[src/rtl/gl_pkg.sv]
package gl_pkg;

    localparam int GL_CNT_W_DEF    = 14;
    localparam int GL_SYNC_DEF     = 2;

    // Action the integrator takes on a clock edge
    typedef enum logic [2:0] {
        ACT_CLEAR = 3'd0,
        ACT_HOLD  = 3'd1,
        ACT_UP    = 3'd2,
        ACT_DOWN  = 3'd3,
        ACT_TRIP  = 3'd4
    } gl_act_e;

    // Observation presented to the step decoder
    typedef struct packed {
        logic armed;
        logic stb;
        logic open_gnd;
        logic at_max;
        logic at_zero;
    } gl_obs_t;

    function automatic gl_act_e gl_pick(input gl_obs_t o);
        gl_act_e a;
        if (!o.armed)          a = ACT_CLEAR;
        else if (!o.stb)       a = ACT_HOLD;
        else if (o.open_gnd)   a = o.at_max ? ACT_TRIP : ACT_UP;
        else                   a = o.at_zero ? ACT_HOLD : ACT_DOWN;
        return a;
    endfunction

endpackage

[src/rtl/gl_sync.sv]
module gl_sync #(
    parameter int DEPTH = gl_pkg::GL_SYNC_DEF
) (
    input  logic clk_i,
    input  logic rst_i,
    input  logic d_i,
    output logic q_o
);
    logic [DEPTH-1:0] chain_q;

    generate
        for (genvar i = 0; i < DEPTH; i++) begin : g_stage
            always_ff @(posedge clk_i) begin
                if (rst_i) chain_q[i] <= 1'b0;
                else       chain_q[i] <= (i == 0) ? d_i : chain_q[(i == 0) ? 0 : i-1];
            end
        end
    endgenerate

    assign q_o = chain_q[DEPTH-1];
endmodule

[src/rtl/gl_step_decode.sv]
module gl_step_decode
    import gl_pkg::*;
(
    input  logic    en_i,
    input  logic    diff_i,
    input  logic    stb_i,
    input  logic    open_i,
    input  logic    at_max_i,
    input  logic    at_zero_i,
    output gl_act_e act_o
);
    gl_obs_t obs;

    always_comb begin
        obs.armed    = en_i && !diff_i;
        obs.stb      = stb_i;
        obs.open_gnd = open_i;
        obs.at_max   = at_max_i;
        obs.at_zero  = at_zero_i;
        act_o        = gl_pick(obs);
    end
endmodule

[src/rtl/gl_integrator.sv]
module gl_integrator
    import gl_pkg::*;
#(
    parameter int CNT_W = GL_CNT_W_DEF
) (
    input  logic             clk_i,
    input  logic             rst_i,
    input  gl_act_e          act_i,
    input  logic             en_i,
    input  logic             diff_i,
    input  logic             stb_i,
    input  logic             open_i,
    output logic [CNT_W-1:0] count_o,
    output logic             fault_o,
    output logic             at_max_o,
    output logic             at_zero_o
);
    localparam logic [CNT_W-1:0] CNT_MAX = '1;

    logic [CNT_W-1:0] count_q;
    logic             fault_q;

    always_ff @(posedge clk_i) begin
        if (rst_i) begin
            count_q <= '0;
            fault_q <= 1'b0;
        end else begin
            unique case (act_i)
                ACT_CLEAR: begin count_q <= '0; fault_q <= 1'b0; end
                ACT_UP:    count_q <= count_q + CNT_W'(1);
                ACT_DOWN:  count_q <= count_q - CNT_W'(1);
                ACT_TRIP:  fault_q <= 1'b1;
                default:   ;
            endcase
        end
    end

    assign count_o   = count_q;
    assign fault_o   = fault_q;
    assign at_max_o  = (count_q == CNT_MAX);
    assign at_zero_o = (count_q == '0);

    logic armed;
    assign armed = en_i && !diff_i;

    assert_hold_no_strobe_R6: assert property (@(posedge clk_i) disable iff (rst_i)
        (armed && !stb_i) |=> ($stable(count_q) && $stable(fault_q)));

    assert_unit_step_R3: assert property (@(posedge clk_i) disable iff (rst_i)
        armed |=> (count_q == $past(count_q) || count_q == $past(count_q) + CNT_W'(1)
                   || count_q == $past(count_q) - CNT_W'(1)));

    assert_no_overflow_R7: assert property (@(posedge clk_i) disable iff (rst_i)
        (armed && stb_i && open_i && count_q == CNT_MAX) |=> (fault_q && count_q == CNT_MAX));

    assert_no_underflow_R5: assert property (@(posedge clk_i) disable iff (rst_i)
        (armed && stb_i && !open_i && count_q == '0) |=> (count_q == '0));

    assert_fault_latch_R8: assert property (@(posedge clk_i) disable iff (rst_i)
        (armed && fault_q) |=> fault_q);

    assert_disable_clear_R9: assert property (@(posedge clk_i) disable iff (rst_i)
        !en_i |=> (count_q == '0 && !fault_q));

    assert_diff_idle_R10: assert property (@(posedge clk_i) disable iff (rst_i)
        diff_i |=> (count_q == '0 && !fault_q));
endmodule

[src/rtl/gl_fault_filter.sv]
module gl_fault_filter
    import gl_pkg::*;
#(
    parameter int CNT_W      = GL_CNT_W_DEF,
    parameter int SYNC_DEPTH = GL_SYNC_DEF
) (
    input  logic             clk_i,
    input  logic             rst_i,
    input  logic             cmp_raw_i,
    input  logic             gl_en_i,
    input  logic             diff_mode_i,
    input  logic             sample_stb_i,
    output logic             fault_o,
    output logic [CNT_W-1:0] count_o
);
    logic    open_s;
    logic    at_max, at_zero;
    gl_act_e act;

    gl_sync #(.DEPTH(SYNC_DEPTH)) u_sync (
        .clk_i (clk_i),
        .rst_i (rst_i),
        .d_i   (cmp_raw_i),
        .q_o   (open_s)
    );

    gl_step_decode u_dec (
        .en_i      (gl_en_i),
        .diff_i    (diff_mode_i),
        .stb_i     (sample_stb_i),
        .open_i    (open_s),
        .at_max_i  (at_max),
        .at_zero_i (at_zero),
        .act_o     (act)
    );

    gl_integrator #(.CNT_W(CNT_W)) u_int (
        .clk_i     (clk_i),
        .rst_i     (rst_i),
        .act_i     (act),
        .en_i      (gl_en_i),
        .diff_i    (diff_mode_i),
        .stb_i     (sample_stb_i),
        .open_i    (open_s),
        .count_o   (count_o),
        .fault_o   (fault_o),
        .at_max_o  (at_max),
        .at_zero_o (at_zero)
    );
endmodule

[config.mk]
export PLATFORM = sky130hd
export DESIGN_NAME = gl_fault_filter
export DESIGN_NICKNAME = d
export VERILOG_FILES = /design/src/rtl/gl_pkg.sv /design/src/rtl/gl_sync.sv /design/src/rtl/gl_step_decode.sv /design/src/rtl/gl_integrator.sv /design/src/rtl/gl_fault_filter.sv
export SDC_FILE = /design/constraint.sdc
export NUM_CORES = 1
export LEC_CHECK = 0
export ABC_AREA = 1
export BUFFER_PORTS_ARGS = -buffer_cell sky130_fd_sc_hd__clkbuf_2
export CAP_MARGIN = 30
export CORE_MARGIN = 3
export CORE_UTILIZATION = 35
export DETAILED_ROUTE_END_ITERATION = 12
export PLACE_DENSITY_LB_ADDON = 0.08
export SYNTH_ARGS = -nofsm -noshare
export SYNTH_HDL_FRONTEND = slang
export SYNTH_HIERARCHICAL = 1
export SYNTH_SLANG_ARGS = --single-unit
[constraint.sdc]
create_clock -name clk_i -period 8.2 [get_ports clk_i]
set_clock_uncertainty 0.2 [all_clocks]
set_input_delay 0 -clock clk_i [delete_from_list [all_inputs] [get_ports clk_i]]
set_output_delay 0 -clock clk_i [all_outputs]
set_load 0.02 [all_outputs]
==> flow_metrics.py <==
metrics = {
    "status": {
        "status": "completed",
    },
    "finish": {
        "nets": 294,
        "diodes": 0,
        "final_util_pct": 42.3,
        "drive_gt1_share_pct": 12.8,
        "area_delta_synth_final_pct": 15.5,
        "fillers": 453,
        "fin_area_um2": 1720,
    },
    "sta": {
        "max_slew_margin_pct": 69.8,
        "tns_ns": 0,
        "rsz0062_at_grt": "false",
        "fin_crit_sh_pct": 41.0,
        "slew_viol_final": 0,
        "fin_crit_ns": 3.36,
        "fmax_mhz": 297,
        "setup_viol_count_final": 0,
        "worst_pin_slew_ns": 0.453,
        "final_hold_viol_count": 0,
    },
    "min_path": {
        "min_path_type": "input pin to register",
    },
    "yosys": {
        "synth.avg_cell_area_um2": 5.97,
        "ys_seq_elements": 17,
        "synth_edf_count": 0,
        "synthArstFlopShare_pct": 0,
        "synth_cell_type_count": 28,
        "syn_area_um2": 1490,
        "yosysWarnings": 6,
        "seq_area_frac_synth_pct": 22.9,
        "synth_fp_nets": 268,
        "synthCells": 249,
        "ys.flop_type": "dfxtp_1",
    },
    "drt": {
        "ant_nets": 0,
        "dr_total_vias": 1604,
        "drc": 0,
        "dr.pass1.iters": 4,
        "wl_per_cell_um": 12.5,
        "totalWireLength_mm": 4.06,
        "drt_iter0_drc": 70,
        "vias_per_cell": 4.95,
    },
    "die": {
        "start_util_pct": 36.7,
        "fp.dieArea_um2": 5070,
        "die_y_um": 71.2,
        "core_area_um2": 4060,
        "die_w_um": 71.2,
        "rows": 23,
        "ios": 21,
    },
    "clock_tree": {
        "cts_tree": "done",
        "numCtsBuffers": 3,
        "cts_root_buffer": "clkbuf_8",
        "post_cts_buffers": 0,
        "clock-sinks": 17,
        "htreeDepth": 1,
        "clk_latency_ns": 0.25,
        "clk_path_buf_depth": 2,
        "clk_pin_slew_ns": 0.07,
    },
    "power": {
        "ir_worst_vdd_v": 0.0000927,
        "sw_frac_of_total_pct": 23.7,
        "seqPwrFrac_pct": 52.8,
        "p_sw_w": 0.0000375,
        "leakagePower_nw": 0.900,
        "pwr-share-clk_pct": 40.4,
        "pwr_density_cell_nw_per_um2": 92.3,
        "intPower_w": 0.000121,
        "power_frac_comb_pct": 6.8,
    },
    "placed_design": {
        "gp_congestion": 0.889,
        "dpl_cell_area_um2": 1630,
        "port_buffers": 20,
        "dp_hpwl_mm": 3.20,
    },
    "setup_path": {
        "end_kind": "register",
        "cp_max_fo": 12,
        "crit_type": "register to register",
        "startpoint_type": "register",
        "worstPathRequired_ns": 8.19,
        "arrival_ns": 3.35,
    },
    "global_route": {
        "grt_pass1_vias": 1466,
        "grt-ovfl-total": 0,
        "grt_max_degree": 17,
        "grt_pass1_wl_mm": 6.87,
        "antenna_found_initial": 0,
        "grt_usage_pct": 16.7,
    },
    "flow_run": {
        "drv_cap": 0,
    },
}
## layout make-up
type,count,area (um2),area share [%]
Multi-Input combinational cell,183,956,55.6
Sequential cell,17,340,19.8
Inverter,46,173,10.1
Timing Repair Buffer,24,140,8.16
Tap cell,50,62.6,3.64
Clock buffer,3,41.3,2.40
Clock inverter,1,5.00,0.291
## metrics by stage
stage	total power, W	cells	worst slack [ns]	hold WS [ns]
after detailed placement	0.0000949	316	4.85	0.00451
after global routing	0.000165	324	4.53	0.0469
after floorplan	0.0000915	249	5.28	-0.131
after global placement	0.0000951	316	4.87	0.000684
final	0.000159	324	4.84	0.00492
after CTS	0.000161	324	4.82	0.000676
## timing repair
action / in CTS / in global routing
hold endpoints to repair: 14 / 0
hold buffers: 4 / 0
resized for setup: 0 / 0
## Yosys cell counts (all sizes together), types with 2 or more instances
master / n / area, um2
nand2: 78 / 295
ha: 12 / 150
dfxtp: 17 / 340
or2: 4 / 25.0
nand4: 9 / 56.3
clkbuf: 2 / 7.51
nand3: 22 / 110
nor2: 21 / 88.8
nor4: 3 / 18.8
o21ai: 3 / 15.0
inv: 46 / 173
a21oi: 24 / 135
## power groups by stage
stage,combinational (W),sequential [W],clock [W]
6_report,0.0000108,0.0000837,0.0000641
4_1_cts,0.0000108,0.0000836,0.0000662
2_1_floorplan,0.00000569,0.0000858,0
3_5_place_dp,0.00000937,0.0000856,0
5_1_grt,0.0000122,0.0000837,0.0000687
3_3_place_gp,0.00000946,0.0000856,0
## state kept, by name, summed over array words and instances, names as in the netlist
| name | cells |
|---|---|
| u_int/count_o | 14 |
| u_int/fault_o | 1 |
| u_sync/chain_q | 1 |
| u_sync/q_o | 1 |
## layout by cell type, fill, tap and decap left out
cell type / Yosys / layout
a21oi_2: 1 / 1
inv_2: 3 / 3
dfxtp_1: 17 / 17
ha_1: 12 / 12
nor2_1: 19 / 19
nor2_4: 1 / 1
nand2_2: 1 / 1
xor2_1: 1 / 1
dlygate4sd3_1: 0 / 4
nand3_1: 22 / 22
nor3_1: 1 / 1
fa_1: 1 / 1
or2_0: 1 / 1
nor4_1: 3 / 3
or2_2: 3 / 3
clkbuf_8: 0 / 3
and2_1: 1 / 1
o22ai_1: 1 / 1
nand4_1: 9 / 9
nand3b_1: 1 / 1
clkinv_2: 0 / 1
a21oi_1: 22 / 22
nor2_2: 1 / 1
o21ai_0: 2 / 2
inv_1: 43 / 43
o21ai_1: 1 / 1
clkbuf_2: 0 / 20
a21oi_4: 1 / 1
o21bai_1: 1 / 1
nand2_1: 77 / 77
## cell families after synthesis
kind of cell | after synthesis | share of synthesized area, %
buffers and inverters | 49 | 12.9
XOR/XNOR | 1 | 0.589
AO/OA/AOI/OAI | 29 | 11.0
AND/OR/NAND/NOR | 140 | 41.2
flip-flops | 17 | 22.9
adder cells (fa/ha/maj) | 13 | 11.4
## worst max-delay path, stage by stage (launching register included)
cell,delay (ns)
dfxtp_1,0.43
nand4_1,0.15
nor4_1,0.33
nand2_1,0.12
nor2_1,0.23
inv_1,0.09
nand3_1,0.15
inv_1,0.25
ha_1,0.43
a21oi_1,0.30
nor2_1,0.07
nor2_1,0.14
nand3_1,0.09
nand2_1,0.06
nand3_1,0.10
a21oi_1,0.14
## metal layers
| metal | vias up | routed length [um] | GRT usage, % |
|---|---|---|---|
| met4 | 0 | 32 | 2.92 |
| met3 | 4 | 159 | 2.98 |
| li1 | 853 | - | - |
| met5 | - | 0 | 0 |
| met1 | 708 | 2030 | 23.0 |
| met2 | 39 | 1840 | 27.4 |
## path summary, 6_finish.rpt
check / from / end / slack, ns / depth (start not counted)
setup / recovery: u_int/count_o[10]$_SDFFE_PP0P_ / u_int/count_o[10]$_SDFFE_PP0P_ / 4.84 / 15
hold / removal: sample_stb_i / u_int/fault_o$_SDFFE_PP0P_ / 0.005 / 5
setup reg to reg: u_int/count_o[10]$_SDFFE_PP0P_ / u_int/count_o[10]$_SDFFE_PP0P_ / 4.84 / 15
hold reg to reg: u_sync/chain_q[0]$_SDFF_PP0_ / u_sync/q_o$_SDFF_PP0_ / 0.21 / 2
Power figures use the tool's default switching activity.
